<file path="config.mk">
export PLATFORM = sky130hd
export DESIGN_NAME = bep_stream_host
export DESIGN_NICKNAME = d
export VERILOG_FILES = /design/src/rtl/bep_pkg.sv /design/src/rtl/bep_req_check.sv /design/src/rtl/bep_timer.sv /design/src/rtl/bep_word_ctr.sv /design/src/rtl/bep_stream_host.sv
export SDC_FILE = /design/constraint.sdc
export NUM_CORES = 1
export LEC_CHECK = 0
export BUFFER_PORTS_ARGS = -buffer_cell sky130_fd_sc_hd__buf_2
export CAP_MARGIN = 20
export CELL_PAD_IN_SITES_DETAIL_PLACEMENT = 2
export CELL_PAD_IN_SITES_GLOBAL_PLACEMENT = 2
export CORE_ASPECT_RATIO = 1.2
export CORE_MARGIN = 2
export CORE_UTILIZATION = 33
export CTS_BUF_LIST = sky130_fd_sc_hd__clkbuf_2 sky130_fd_sc_hd__clkbuf_4 sky130_fd_sc_hd__clkbuf_8
export DETAILED_ROUTE_END_ITERATION = 8
export PLACE_DENSITY_LB_ADDON = 0.1
export RECOVER_POWER = 100
export SLEW_MARGIN = 20
export SYNTH_ARGS = -nofsm -noshare
export SYNTH_HDL_FRONTEND = slang
export SYNTH_SLANG_ARGS = --single-unit
</file>
<file path="constraint.sdc">
create_clock -name clk -period 5.6 [get_ports clk]
set_input_delay 0.84 -clock clk [delete_from_list [all_inputs] [get_ports clk]]
set_output_delay 0.84 -clock clk [all_outputs]
set_load 0.02 [all_outputs]
</file>
<file path="src/rtl/bep_pkg.sv">
package bep_pkg;

    localparam int GRP_LOG   = 5;
    localparam int GRP_WORDS = 1 << GRP_LOG;

    localparam logic [15:0] CMD_SETUP   = 16'h0080;
    localparam logic [15:0] CMD_CONFIRM = 16'h00D0;

    typedef enum logic [3:0] {
        ST_IDLE,
        ST_SETUP,
        ST_CONFIRM,
        ST_WAIT,
        ST_RD,
        ST_CAP,
        ST_LOAD,
        ST_EXIT,
        ST_DONE
    } bep_state_e;

    typedef enum logic [1:0] {
        PK_GROUP,
        PK_EXIT,
        PK_FINAL
    } poll_kind_e;

    typedef enum logic [2:0] {
        ERR_NONE  = 3'd0,
        ERR_ALIGN = 3'd1,
        ERR_RANGE = 3'd2,
        ERR_DEV   = 3'd3,
        ERR_TMO   = 3'd4
    } bep_err_e;

    typedef struct packed {
        logic ready;
        logic fail;
        logic supply;
        logic lock;
        logic avail;
    } bep_stat_t;

    function automatic bep_stat_t decode_stat(input logic [7:0] s);
        bep_stat_t r;
        r.ready  = s[7];
        r.fail   = s[4];
        r.supply = s[3];
        r.lock   = s[1];
        r.avail  = s[0];
        return r;
    endfunction

    function automatic logic poll_met(input poll_kind_e k, input bep_stat_t s);
        if (k == PK_FINAL) return s.ready;
        return !s.ready && s.avail;
    endfunction

endpackage

</file>
<file path="src/rtl/bep_req_check.sv">
module bep_req_check
    import bep_pkg::*;
#(
    parameter int ADDR_W = 16,
    parameter int BLK_W  = 8,
    localparam int CNT_W = BLK_W + 1
) (
    input  logic [ADDR_W-1:0] blk,
    input  logic [ADDR_W-1:0] start,
    input  logic [CNT_W-1:0]  count,
    output bep_err_e          verdict
);
    localparam logic [CNT_W:0] LIMIT = (CNT_W+1)'(1) << BLK_W;

    logic [CNT_W:0] reach;
    logic           unused_blk_lo;

    assign unused_blk_lo = ^blk[BLK_W-1:0];
    assign reach = (CNT_W+1)'(start[BLK_W-1:0]) + (CNT_W+1)'(count);

    always_comb begin
        if (start[GRP_LOG-1:0] != '0)
            verdict = ERR_ALIGN;
        else if (start[ADDR_W-1:BLK_W] != blk[ADDR_W-1:BLK_W] ||
                 count == '0 || reach > LIMIT)
            verdict = ERR_RANGE;
        else
            verdict = ERR_NONE;
    end
endmodule

</file>
<file path="src/rtl/bep_timer.sv">
module bep_timer #(
    parameter int W = 8
) (
    input  logic         clk,
    input  logic         rst,
    input  logic         load,
    input  logic [W-1:0] value,
    input  logic         dec,
    output logic         zero
);
    logic [W-1:0] cnt;

    always_ff @(posedge clk) begin
        if (rst)
            cnt <= '0;
        else if (load)
            cnt <= value;
        else if (dec && cnt != '0)
            cnt <= cnt - 1'b1;
    end

    assign zero = (cnt == '0);
endmodule

</file>
<file path="src/rtl/bep_word_ctr.sv">
module bep_word_ctr
    import bep_pkg::*;
#(
    parameter int CNT_W = 9
) (
    input  logic             clk,
    input  logic             rst,
    input  logic             clr,
    input  logic             adv,
    input  logic [CNT_W-1:0] count,
    output logic [CNT_W-1:0] idx,
    output logic             is_pad,
    output logic             grp_end,
    output logic             last
);
    logic [CNT_W:0] total;

    assign total   = ((CNT_W+1)'(count) + (CNT_W+1)'(GRP_WORDS - 1)) &
                     ~((CNT_W+1)'(GRP_WORDS - 1));
    assign is_pad  = (idx >= count);
    assign grp_end = (idx[GRP_LOG-1:0] == '1);
    assign last    = ((CNT_W+1)'(idx) + 1'b1 == total);

    always_ff @(posedge clk) begin
        if (rst || clr)
            idx <= '0;
        else if (adv)
            idx <= idx + 1'b1;
    end
endmodule

</file>
<file path="src/rtl/bep_stream_host.sv">
module bep_stream_host
    import bep_pkg::*;
#(
    parameter int ADDR_W    = 16,
    parameter int DATA_W    = 16,
    parameter int BLK_W     = 8,
    parameter int SETUP_DLY = 8,
    parameter int POLL_GAP  = 2,
    parameter int TIMEOUT   = 64
) (
    input  logic              clk,
    input  logic              rst,
    input  logic              req_go,
    input  logic [ADDR_W-1:0] req_blk,
    input  logic [ADDR_W-1:0] req_start,
    input  logic [BLK_W:0]    req_count,
    input  logic [DATA_W-1:0] in_data,
    input  logic              in_valid,
    output logic              in_ready,
    output logic [ADDR_W-1:0] bus_addr,
    output logic [DATA_W-1:0] bus_wdata,
    output logic              bus_we,
    output logic              bus_re,
    input  logic [DATA_W-1:0] bus_rdata,
    output logic              busy,
    output logic              done,
    output logic [2:0]        err_code,
    output logic              cause_locked,
    output logic              cause_supply
);
    localparam int CNT_W   = BLK_W + 1;
    localparam int HI_W    = ADDR_W - BLK_W;
    localparam int DLY_MAX = (SETUP_DLY > POLL_GAP) ? SETUP_DLY : POLL_GAP;
    localparam int DLY_W   = $clog2(DLY_MAX + 1);
    localparam int TO_W    = $clog2(TIMEOUT + 1);
    localparam logic [DATA_W-1:0] PAD = '1;

    bep_state_e       st;
    poll_kind_e       pk;
    bep_err_e         err_r;
    bep_err_e         verdict;
    bep_stat_t        stat;
    logic [HI_W-1:0]  blk_r;
    logic [ADDR_W-1:0] start_r;
    logic [CNT_W-1:0] cnt_r;
    logic [CNT_W-1:0] idx;
    logic             is_pad, grp_end, last;
    logic             adv;
    logic             dly_load, dly_zero;
    logic [DLY_W-1:0] dly_val;
    logic             tmo_load, tmo_dec, tmo_zero;
    logic             met;
    logic [ADDR_W-1:0] exit_addr;

    generate
        if (DATA_W > 8) begin : g_hi
            logic unused_hi;
            assign unused_hi = ^bus_rdata[DATA_W-1:8];
        end
    endgenerate

    bep_req_check #(.ADDR_W(ADDR_W), .BLK_W(BLK_W)) u_check (
        .blk    (req_blk),
        .start  (req_start),
        .count  (req_count),
        .verdict(verdict)
    );

    bep_word_ctr #(.CNT_W(CNT_W)) u_words (
        .clk    (clk),
        .rst    (rst),
        .clr    (st == ST_IDLE),
        .adv    (adv),
        .count  (cnt_r),
        .idx    (idx),
        .is_pad (is_pad),
        .grp_end(grp_end),
        .last   (last)
    );

    bep_timer #(.W(DLY_W)) u_dly (
        .clk  (clk),
        .rst  (rst),
        .load (dly_load),
        .value(dly_val),
        .dec  (st == ST_WAIT),
        .zero (dly_zero)
    );

    bep_timer #(.W(TO_W)) u_tmo (
        .clk  (clk),
        .rst  (rst),
        .load (tmo_load),
        .value(TO_W'(TIMEOUT)),
        .dec  (tmo_dec),
        .zero (tmo_zero)
    );

    assign stat      = decode_stat(bus_rdata[7:0]);
    assign met       = poll_met(pk, stat);
    assign exit_addr = {blk_r + 1'b1, {BLK_W{1'b0}}};

    assign bus_re   = (st == ST_RD);
    assign bus_we   = (st == ST_SETUP) || (st == ST_CONFIRM) || (st == ST_EXIT) ||
                      (st == ST_LOAD && (is_pad || in_valid));
    assign in_ready = (st == ST_LOAD) && !is_pad;
    assign adv      = (st == ST_LOAD) && bus_we;
    assign busy     = (st != ST_IDLE);
    assign done     = (st == ST_DONE);
    assign err_code = err_r;

    always_comb begin
        bus_addr  = start_r;
        bus_wdata = '0;
        case (st)
            ST_SETUP:   bus_wdata = DATA_W'(CMD_SETUP);
            ST_CONFIRM: bus_wdata = DATA_W'(CMD_CONFIRM);
            ST_LOAD: begin
                bus_addr  = start_r + ADDR_W'(idx);
                bus_wdata = is_pad ? PAD : in_data;
            end
            ST_EXIT: begin
                bus_addr  = exit_addr;
                bus_wdata = PAD;
            end
            default: ;
        endcase
    end

    always_comb begin
        dly_load = 1'b0;
        dly_val  = DLY_W'(POLL_GAP);
        tmo_load = 1'b0;
        tmo_dec  = (st == ST_WAIT) || (st == ST_RD) || (st == ST_CAP);
        case (st)
            ST_CONFIRM: begin
                dly_load = 1'b1;
                dly_val  = DLY_W'(SETUP_DLY);
                tmo_load = 1'b1;
            end
            ST_CAP:  dly_load = !stat.fail && !met;
            ST_LOAD: begin
                dly_load = adv && (last || grp_end);
                tmo_load = adv && (last || grp_end);
            end
            ST_EXIT: begin
                dly_load = 1'b1;
                tmo_load = 1'b1;
            end
            default: ;
        endcase
    end

    always_ff @(posedge clk) begin
        if (rst) begin
            st           <= ST_IDLE;
            pk           <= PK_GROUP;
            err_r        <= ERR_NONE;
            blk_r        <= '0;
            start_r      <= '0;
            cnt_r        <= '0;
            cause_locked <= 1'b0;
            cause_supply <= 1'b0;
        end else begin
            case (st)
                ST_IDLE: if (req_go) begin
                    err_r        <= verdict;
                    cause_locked <= 1'b0;
                    cause_supply <= 1'b0;
                    blk_r        <= req_blk[ADDR_W-1:BLK_W];
                    start_r      <= req_start;
                    cnt_r        <= req_count;
                    pk           <= PK_GROUP;
                    st           <= (verdict == ERR_NONE) ? ST_SETUP : ST_DONE;
                end
                ST_SETUP:   st <= ST_CONFIRM;
                ST_CONFIRM: st <= ST_WAIT;
                ST_WAIT:    if (dly_zero) st <= ST_RD;
                ST_RD:      st <= ST_CAP;
                ST_CAP: begin
                    if (stat.fail) begin
                        err_r        <= ERR_DEV;
                        cause_locked <= stat.lock;
                        cause_supply <= stat.supply;
                        st           <= ST_DONE;
                    end else if (met) begin
                        case (pk)
                            PK_GROUP: st <= ST_LOAD;
                            PK_EXIT:  st <= ST_EXIT;
                            default:  st <= ST_DONE;
                        endcase
                    end else if (tmo_zero) begin
                        err_r <= ERR_TMO;
                        st    <= ST_DONE;
                    end else begin
                        st <= ST_WAIT;
                    end
                end
                ST_LOAD: if (adv) begin
                    if (last) begin
                        pk <= PK_EXIT;
                        st <= ST_WAIT;
                    end else if (grp_end) begin
                        pk <= PK_GROUP;
                        st <= ST_WAIT;
                    end
                end
                ST_EXIT: begin
                    pk <= PK_FINAL;
                    st <= ST_WAIT;
                end
                default: st <= ST_IDLE;
            endcase
        end
    end
endmodule

</file>
==> qor.yml, run 1 <==
outcome:
  status: "finished, violations left"
  violations: "capacitance limit, slew limit"
cts:
  cts_hold_buf: 0
  cts.repair.resized: 0
  numCtsBuffers: 9
  clk_pin_slew_worst_paths_ps: 80
  postCtsSetupRepairBufs: 0
  cts_root_buffer: "clkbuf_8"
  clock_path_buffers: 2
  htreeDepth: 3
  clk_latency_ps: 370
  cts_tree: "built"
  cts_sinks: 64
sta:
  relSlewSlack_pct: -11.9
  finalCriticalPeriod_ps: 4400
  post-route-period-util_pct: 78.5
  final.setup.worst_slack_ps: 1200
  rsz0062_at_grt: "no"
  hold_viol: 0
  clock_skew_ps: 8.85
  setup_viol: 0
  slew_viol_final: 74
  fin_setup_tns_ps: 0
  whs_ps: 487
  timing.fmax_mhz: 227
  tightest_slew_ps: 1680
synthesis:
  synth_fa_ha_area_share_pct: 9.69
  synth_top_family_by_area: "simple AND/OR/NAND/NOR gates"
  syn_inst: 635
  ys_warn_count: 0
  synth_compound_area_share_pct: 19.6
  syn_avg_cell_area_um2: 7.36
  netlist.area_leader.share_pct: 27.4
  synth_edf_count: 0
  ys_ff_latch: 64
  async_reset_ff_share_pct: 0
  yosys.area_share.xor_xnor_pct: 9.48
  yosysTopAreaCell: "dfxtp_1"
  yosysMostFrequentCell: "nand2_1"
  yosysSeqAreaShare_pct: 27.4
  syn_nets: 747
  synthTopCellsByArea: "dfxtp_1 (27%), ha_1 (8.8%), nand2_1 (7.5%)"
  synth_cell_types: 58
  synth-simple-area-share_pct: 27.3
  synthTopCellsByCount: "nand2_1 (93), nor2_1 (76), dfxtp_1 (64)"
  synthMuxAreaShare_pct: 1.74
  ys.flop_type: "dfxtp_1"
  synth_area_um2: 4670
power:
  peakVddDrop_uv: 153
  power_leakage_nw: 2.22
  pwr_density_cell_nw_per_um2: 218
  total_power_mw: 1.19
die:
  die_h_um: 134
  core_region_area_um2: 13800
  dieArea_um2: 15100
  boundaryPins: 119
  core.rowCount: 47
  start_util_pct: 33.8
  die_w_um: 113
placed_design:
  place_ws_ps: 1720
  gp_congestion: 0.829
  io_buffers: 99
  dpl.hpwl_um: 12700
  place_inst: 879
final_layout:
  num_antenna_cells: 0
  final_cells: 894
  area_growth_pct: 16.6
  drive_gt1_share_pct: 11.1
  final_nets: 831
  nFillCells: 1689
global_route:
  grt_max_degree: 57
  grt_pass1_wl_um: 26900
  antenna_found_initial: 0
  global_route.overflow_total: 0
  track_usage_pct: 22.1
  grt_pass1_vias: 5316
hold_path:
  hold_start: "err_code[1]"
  holdPathEnd: "err_code[1]"
  holdPathStages: 2
  min-delay-path-class: "reg2reg"
routing:
  avgViaCountPerCell: 5.47
  drtIter0Drc: 141
  wl_um: 16300
  remaining_drc_errors: 0
  postRouteAntennaNets: 0
  vias: 4889
  routedWlPerCell_um: 18.2
  firstDrtPassIters: 4
worst_setup_path:
  crit_path_max_fanout: 35
  reg2reg_from: "st[0]"
  required_ps: 4760
  cp-end-kind: "primary output"
  rr_worst_depth: 5
  r2r_slack_ps: 1990
  r2r_end: "err_code[1]"
  critPathKind: "reg2out"
  start_kind: "flip-flop"
  arrival_ps: 3560
job:
  drv_cap: 2
[kinds of logic (layout without fill, tap and decap cells)]
group	after synthesis	in the layout
and+or+nand+nor	274	274
xor gates and xnor gates	49	49
buffers and inverters	57	145
DFF	64	64
adders and majority gates	35	35
AOI/OAI and AO/OA	148	148
muxes	8	8
[layer usage]
metal / track usage [%] / wire, um / share of wire (%) / up-vias
li1: - / - / - / 2393
met1: 26.2 / 6830 / 42 / 2419
met2: 40.9 / 8800 / 54 / 59
met3: 2.71 / 346 / 2.1 / 18
met4: 7.25 / 283 / 1.7 / 0
met5: 0 / 0 / 0 / -
[critical path, stage by stage, from the launching register on]
cell and delay, ps:
dfxtp_1 580, nor2b_1 170, nand2_1 130, clkbuf_1 1220
nor2_1 260, o2bb2ai_1 240, a211oi_1 310, clkbuf_1 270
[cell type report]
type / instances / area [um^2] / share of cell area [%]
Timing Repair Buffer: 103 / 463 / 8.50
Clock inverter: 3 / 65.1 / 1.19
Sequential cell: 64 / 1280 / 23.5
Clock buffer: 12 / 159 / 2.92
Tap cell: 171 / 214 / 3.93
Inverter: 27 / 101 / 1.86
Multi-Input combinational cell: 514 / 3170 / 58.1
[power by group]
part | switching [mW] | internal [mW] | total, mW
Combinational | 0.136 | 0.0844 | 0.220
Clock | 0.195 | 0.277 | 0.472
Sequential | 0.0243 | 0.473 | 0.498
Total | 0.355 | 0.835 | 1.19
[cells in the final DEF, fill, tap and decap left out, types with 7 or more instances in the layout]
cell	n
buf_2	58
xor2_1	18
nand2b_1	8
mux2i_1	7
clkbuf_1	44
nor4_1	8
a21oi_1	61
nand3_1	19
or3_1	9
inv_1	27
clkbuf_8	11
dfxtp_1	64
nand2_1	93
ha_1	33
nor2_1	76
xnor2_1	30
nor3_1	24
and3_1	7
o21ai_0	29
[per-stage QoR]
step / util [%] / cell area [um^2]
floorplan: - / 4670
global placement: 38.3 / 5290
detailed placement: 38.3 / 5290
CTS: 39.9 / 5520
global route: 39.4 / 5450
finish: 39.4 / 5450
[registers in the layout, summed over array words and instances (netlist names)]
register / cells
start_r: 16
cause_supply: 1
cause_locked: 1
pk: 2
u_words.idx: 9
st: 4
u_tmo.cnt: 7
blk_r: 8
cnt_r: 9
u_dly.cnt: 4
err_code: 3
[worst max-delay path by stage]
stage,start,to,cells after the start
2_1_floorplan,u_words.idx[0],bus_addr[12],10
3_3_place_gp,req_start[0],err_code[1],12
3_5_place_dp,req_start[0],err_code[1],12
4_1_cts,u_words.idx[0],bus_addr[12],11
5_1_grt,st[3],bus_addr[12],7
6_report,st[3],bus_addr[12],7
Power figures use the tool's default switching activity.
==> inputs of run 2 (changes only) <==
--- a/config.mk
+++ b/config.mk
@@ -11,7 +11,7 @@
 export CELL_PAD_IN_SITES_GLOBAL_PLACEMENT = 2
 export CORE_ASPECT_RATIO = 1.2
 export CORE_MARGIN = 2
-export CORE_UTILIZATION = 33
+export CORE_UTILIZATION = 31
 export CTS_BUF_LIST = sky130_fd_sc_hd__clkbuf_2 sky130_fd_sc_hd__clkbuf_4 sky130_fd_sc_hd__clkbuf_8
 export DETAILED_ROUTE_END_ITERATION = 8
 export PLACE_DENSITY_LB_ADDON = 0.1
==> constraint.sdc (replaced) <==
create_clock -name clk -period 4.2 [get_ports clk]
set_input_delay 0.63 -clock clk [delete_from_list [all_inputs] [get_ports clk]]
set_output_delay 0.63 -clock clk [all_outputs]
set_load 0.02 [all_outputs]
==> qor.yml, run 2 (synthesis gave the netlist of run 1 again) <==
final_layout:
  largest_reg_flops: 16
  final_nets: 837
  nFillCells: 1864
  num_antenna_cells: 0
  final_cells: 934
  final_common_cell: "nand2_1"
  final_cell_mix: "nand2_1 (93), nor2_1 (76), dfxtp_1 (64), a21oi_1 (61), buf_2 (59)"
  drive_gt1_share_pct: 12.6
  fin_area_um2: 5500
  area_growth_pct: 17.7
  top_regs: "start_r: 16 flops, cnt_r: 9 flops, u_words.idx: 9 flops"
  top_register: "start_r"
worst_setup_path:
  start_kind: "flip-flop"
  rr_worst_depth: 10
  critPathKind: "reg2out"
  cp-end-kind: "primary output"
  arrival_ps: 3340
  crit_path_max_fanout: 7
  r2r_slack_ps: 440
  r2r_end: "u_dly.cnt[3]"
  required_ps: 3570
  reg2reg_from: "u_words.idx[1]"
placed_design:
  dpl.hpwl_um: 13200
  post_dp_cell_area_um2: 5380
  place_inst: 918
  gp_congestion: 0.796
  io_buffers: 99
global_route:
  track_usage_pct: 21.4
  grt_pass1_vias: 5411
  grt_pass1_wl_um: 27100
  global_route.overflow_total: 0
  antenna_found_initial: 0
  grt_max_degree: 38
routing:
  drtIter0Drc: 142
  routedWlPerCell_um: 18.1
  firstDrtPassIters: 6
  remaining_drc_errors: 0
  vias: 4966
  postRouteAntennaNets: 0
  avgViaCountPerCell: 5.32
  wl_um: 16900
power:
  peakVddDrop_uv: 155
  p_switching_uw: 478
  p_sw_share_pct: 32.5
  p_int_uw: 993
  pwr_density_cell_nw_per_um2: 267
  power_leakage_nw: 2.24
  clkPwrFrac_pct: 34.6
  power_frac_seq_pct: 45.1
  comb_power_share_pct: 20.3
cts:
  htreeDepth: 3
  clk_pin_slew_worst_paths_ps: 70
  cts_tree: "built"
  numCtsBuffers: 9
  clock_path_buffers: 2
  cts_sinks: 64
  cts_root_buffer: "clkbuf_8"
  clk_latency_ps: 370
outcome:
  violations: "capacitance limit, slew limit"
  status: "finished, violations left"
die:
  core_region_area_um2: 14900
  die_w_um: 116
  die_h_um: 139
  dieArea_um2: 16100
  boundaryPins: 119
  start_util_pct: 31.4
  core.rowCount: 49
sta:
  timing.fmax_mhz: 252
  tightest_slew_ps: 1650
  clock_skew_ps: 6.72
  rsz0062_at_grt: "no"
  setup_viol: 0
  relSlewSlack_pct: -9.71
  fin_setup_tns_ps: 0
  slew_viol_final: 38
  finalCriticalPeriod_ps: 3970
  hold_viol: 0
  post-route-period-util_pct: 94.4
hold_path:
  hold_start: "err_code[1]"
  holdPathEnd: "err_code[1]"
  min-delay-path-class: "reg2reg"
  holdPathStages: 2
job:
  drv_cap: 1
run 2: cell count changes in the layout (fill, tap and decap cells not counted):
cell / before / now
clkbuf_2: 0 / 3
clkinvlp_4: 0 / 1
a41oi_2: 0 / 1
buf_4: 1 / 7
clkbuf_1: 44 / 40
buf_2: 58 / 59
clkbuf_8: 11 / 10
a41oi_1: 2 / 1
bufinv_16: 2 / 0
clkbuf_4: 1 / 3
clkinv_2: 1 / 2
run 2: routing by layer:
metal / routed length [um] / GRT usage [%] / vias to the layer above
met3: 380 / 3.24 / 22
met2: 9140 / 39.6 / 53
met5: 0 / 0 / -
met4: 323 / 7.64 / 0
met1: 7020 / 24.3 / 2483
li1: - / - / 2408
run 2: area by class of cell:
type                            instances  area [um^2]  share of cell area (%)
Multi-Input combinational cell        514         3170                    57.7
Tap cell                              204          255                    4.64
Timing Repair Buffer                  109          513                    9.32
Clock buffer                           13          160                    2.91
Clock inverter                          3         17.5                   0.318
Inverter                               27          101                    1.84
Sequential cell                        64         1280                    23.3
run 2: per-stage QoR:
step	utilization, %	power, mW	setup WS [ps]	hold slack (ps)
final	36.9	1.47	233	485
after global routing	36.9	1.56	26.4	511
after CTS	37.3	1.50	145	493
after detailed placement	36.1	0.981	497	474
after global placement	36.1	0.962	622	460
after floorplan	-	0.863	834	444
run 2: power groups by stage:
stage	registers, mW	logic, mW	clock network [mW]
3_5_place_dp	0.678	0.303	0
6_report	0.664	0.299	0.509
4_1_cts	0.664	0.305	0.529
5_1_grt	0.668	0.333	0.558
2_1_floorplan	0.664	0.199	0
3_3_place_gp	0.676	0.286	0
run 2: how the worst max path moves through the flow:
stage / startpoint / endpoint / slack [ps]
6_report: u_words.idx[0] / bus_addr[12] / 230
4_1_cts: u_words.idx[0] / bus_addr[12] / 140
5_1_grt: u_words.idx[0] / bus_addr[12] / 30
3_3_place_gp: req_start[0] / err_code[1] / 620
3_5_place_dp: req_start[0] / err_code[1] / 500
2_1_floorplan: u_words.idx[0] / bus_addr[12] / 830
run 2: repair_timing:
| item | CTS | global route |
|---|---|---|
| hold buffers | 0 | 0 |
| setup endpoints to repair | 0 | 1 |
| buffers inserted | 0 | 0 |
| resized for setup | 0 | 1 |
run 2: worst max-delay path, stage by stage, from the launching register on:
cell and delay [ps]:
dfxtp_1 400, ha_1 250, fa_1 400, a21o_1 200, a21o_1 210, a21oi_1 200
o31ai_1 130, a41oi_2 250, nor2_1 110, and4_1 220, a211oi_1 360, clkbuf_2 250
==> inputs of run 3 (changes only) <==
--- a/config.mk
+++ b/config.mk
@@ -5,13 +5,13 @@
 export SDC_FILE = /design/constraint.sdc
 export NUM_CORES = 1
 export LEC_CHECK = 0
+export ABC_AREA = 1
 export BUFFER_PORTS_ARGS = -buffer_cell sky130_fd_sc_hd__buf_2
 export CAP_MARGIN = 20
 export CELL_PAD_IN_SITES_DETAIL_PLACEMENT = 2
 export CELL_PAD_IN_SITES_GLOBAL_PLACEMENT = 2
-export CORE_ASPECT_RATIO = 1.2
 export CORE_MARGIN = 2
-export CORE_UTILIZATION = 31
+export CORE_UTILIZATION = 30
 export CTS_BUF_LIST = sky130_fd_sc_hd__clkbuf_2 sky130_fd_sc_hd__clkbuf_4 sky130_fd_sc_hd__clkbuf_8
 export DETAILED_ROUTE_END_ITERATION = 8
 export PLACE_DENSITY_LB_ADDON = 0.1
==> qor.yml, run 3 <==
cts:
  clk_latency_ps: 370
  clock_path_buffers: 2
  htreeDepth: 3
  cts.repair.resized: 0
  postCtsSetupRepairBufs: 0
  cts_root_buffer: "clkbuf_8"
  cts_tree: "built"
  numCtsBuffers: 9
  cts_sinks: 64
  clk_pin_slew_worst_paths_ps: 80
  cts_hold_buf: 0
routing:
  avgViaCountPerCell: 5.01
  vias: 5481
  firstDrtPassIters: 4
  routedWlPerCell_um: 16.9
  drtIter0Drc: 134
  wl_um: 18500
  remaining_drc_errors: 0
  postRouteAntennaNets: 0
worst_setup_path:
  required_ps: 3570
  cp_cell_sequence: "nand2_2 -> nor2_1 -> inv_1 -> nor3_1 -> a21oi_1 -> o21ai_0 -> buf_2"
  worst_path_largest_cell_delay_ps: 890
  critPathKind: "reg2out"
  start_kind: "flip-flop"
  cp_num_buf_inv: 2
  arrival_ps: 3020
  cp-end-kind: "primary output"
  slowest_stage: "dfxtp_1"
  crit_path_max_fanout: 18
  cpLargestDelayFamily: "simple AND/OR/NAND/NOR gates"
placed_design:
  dpl.hpwl_um: 14900
  io_buffers: 99
  gp_congestion: 0.813
final_layout:
  final_cell_mix: "nand2_1 (136), inv_1 (110), a21oi_1 (88), nor2_1 (85), o21ai_0 (73)"
  top_register: "start_r"
  num_antenna_cells: 0
  area_growth_pct: 15.8
  largest_reg_flops: 16
  final_nets: 980
  drive_gt1_share_pct: 12.7
  top_regs: "start_r: 16 flops, cnt_r: 9 flops, u_words.idx: 9 flops"
  final_common_cell: "nand2_1"
  nFillCells: 2084
die:
  core_region_area_um2: 16500
  start_util_pct: 30.4
  die_w_um: 133
  die_h_um: 133
  boundaryPins: 119
  dieArea_um2: 17700
  core.rowCount: 47
synthesis:
  synthTopCellsByArea: "dfxtp_1 (26%), nand2_1 (10%), a21oi_1 (8.6%)"
  synth_cell_types: 49
  synth_area_um2: 5010
  syn_nets: 886
  synthTopCellsByCount: "nand2_1 (134), inv_1 (108), a21oi_1 (86)"
  async_reset_ff_share_pct: 0
  netlist.area_leader.share_pct: 25.6
  yosysMostFrequentCell: "nand2_1"
  syn_inst: 774
  ys.flop_type: "dfxtp_1"
  ys_ff_latch: 64
  yosysSeqAreaShare_pct: 25.6
  syn_avg_cell_area_um2: 6.47
  synth_edf_count: 0
  yosysTopAreaCell: "dfxtp_1"
  ys_warn_count: 0
outcome:
  status: "finished, final reports clean"
power:
  peakVddDrop_uv: 139
  p_sw_share_pct: 36.0
  comb_power_share_pct: 22.9
  clkPwrFrac_pct: 33.5
  power_leakage_nw: 2.65
  pwr_density_cell_nw_per_um2: 263
  total_power_mw: 1.53
  p_switching_uw: 550
  power_frac_seq_pct: 43.6
  p_int_uw: 976
sta:
  relSlewSlack_pct: 40.3
  post-route-period-util_pct: 86.9
  tightest_slew_ps: 893
  setup_viol: 0
  slew_viol_final: 0
  rsz0062_at_grt: "no"
  clock_skew_ps: 15.7
  timing.fmax_mhz: 274
  hold_viol: 0
  finalCriticalPeriod_ps: 3650
  fin_setup_tns_ps: 0
global_route:
  grt_max_degree: 59
  global_route.overflow_total: 0
  track_usage_pct: 21.2
  grt_pass1_vias: 5952
  antenna_found_initial: 0
  grt_pass1_wl_um: 30100
hold_path:
  min-delay-path-class: "reg2reg"
job:
  drv_cap: 0
-- run 3: path summary, 6_finish.rpt --
| path | startpoint | endpoint | slack, ps | cells after the start |
|---|---|---|---|---|
| max | st[0] | bus_addr[10] | 550 | 7 |
| min | u_tmo.cnt[0] | u_tmo.cnt[0] | 480 | 2 |
| max reg2reg | cnt_r[8] | u_tmo.cnt[1] | 660 | 12 |
| min reg2reg | u_tmo.cnt[0] | u_tmo.cnt[0] | 480 | 2 |
-- run 3: metrics by stage --
stage / util [%] / area (um^2) / hold slack [ps] / std cells / setup slack [ps]
final: 35.2 / 5800 / 480 / 1093 / 549
after global placement: 34.7 / 5710 / 452 / 1076 / 1200
after CTS: 35.8 / 5890 / 485 / 1092 / 679
after detailed placement: 34.7 / 5710 / 471 / 1076 / 1110
after global routing: 35.2 / 5800 / 492 / 1093 / 251
after floorplan: - / 5010 / 438 / 774 / 1470
-- run 3: logic make-up (layout without fill, tap and decap cells) --
| kind of cell | after synthesis | after routing | share of synthesized area (%) |
|---|---|---|---|
| flops | 64 | 64 | 25.6 |
| fa+ha+maj | 35 | 35 | 9.05 |
| compound gates | 189 | 189 | 20.8 |
| simple gates | 330 | 330 | 30.7 |
| xor+xnor | 19 | 19 | 3.32 |
| buf+inv | 137 | 236 | 10.5 |
-- run 3: power groups by stage --
| stage | Clock (mW) | Combinational, mW | Sequential (mW) |
|---|---|---|---|
| after CTS | 0.534 | 0.360 | 0.665 |
| after global placement | 0 | 0.338 | 0.677 |
| after global routing | 0.555 | 0.396 | 0.670 |
| final | 0.512 | 0.349 | 0.665 |
| after floorplan | 0 | 0.229 | 0.675 |
| after detailed placement | 0 | 0.357 | 0.679 |
-- run 3: area by class of cell --
cell class	instances	area (um^2)	area share [%]
multi-input cells	573	3140	54.2
flip-flops and latches	64	1280	22.1
well taps	220	275	4.75
repair buffers	101	472	8.13
clock buffers	9	124	2.14
inverters	119	449	7.75
clock inverters	7	56.3	0.971
-- run 3: layer usage --
layer,vias up,GRT usage (%),routed length [um]
met2,91,38.6,9340
met4,0,7.09,336
li1,2760,-,-
met1,2610,25.8,8240
met3,20,2.89,604
met5,-,0,0
-- run 3: tightest hold or removal path, stage by stage, from the launching register on --
cell     delay, ps
dfxtp_1        320
nand2_1         70
a21oi_1         50
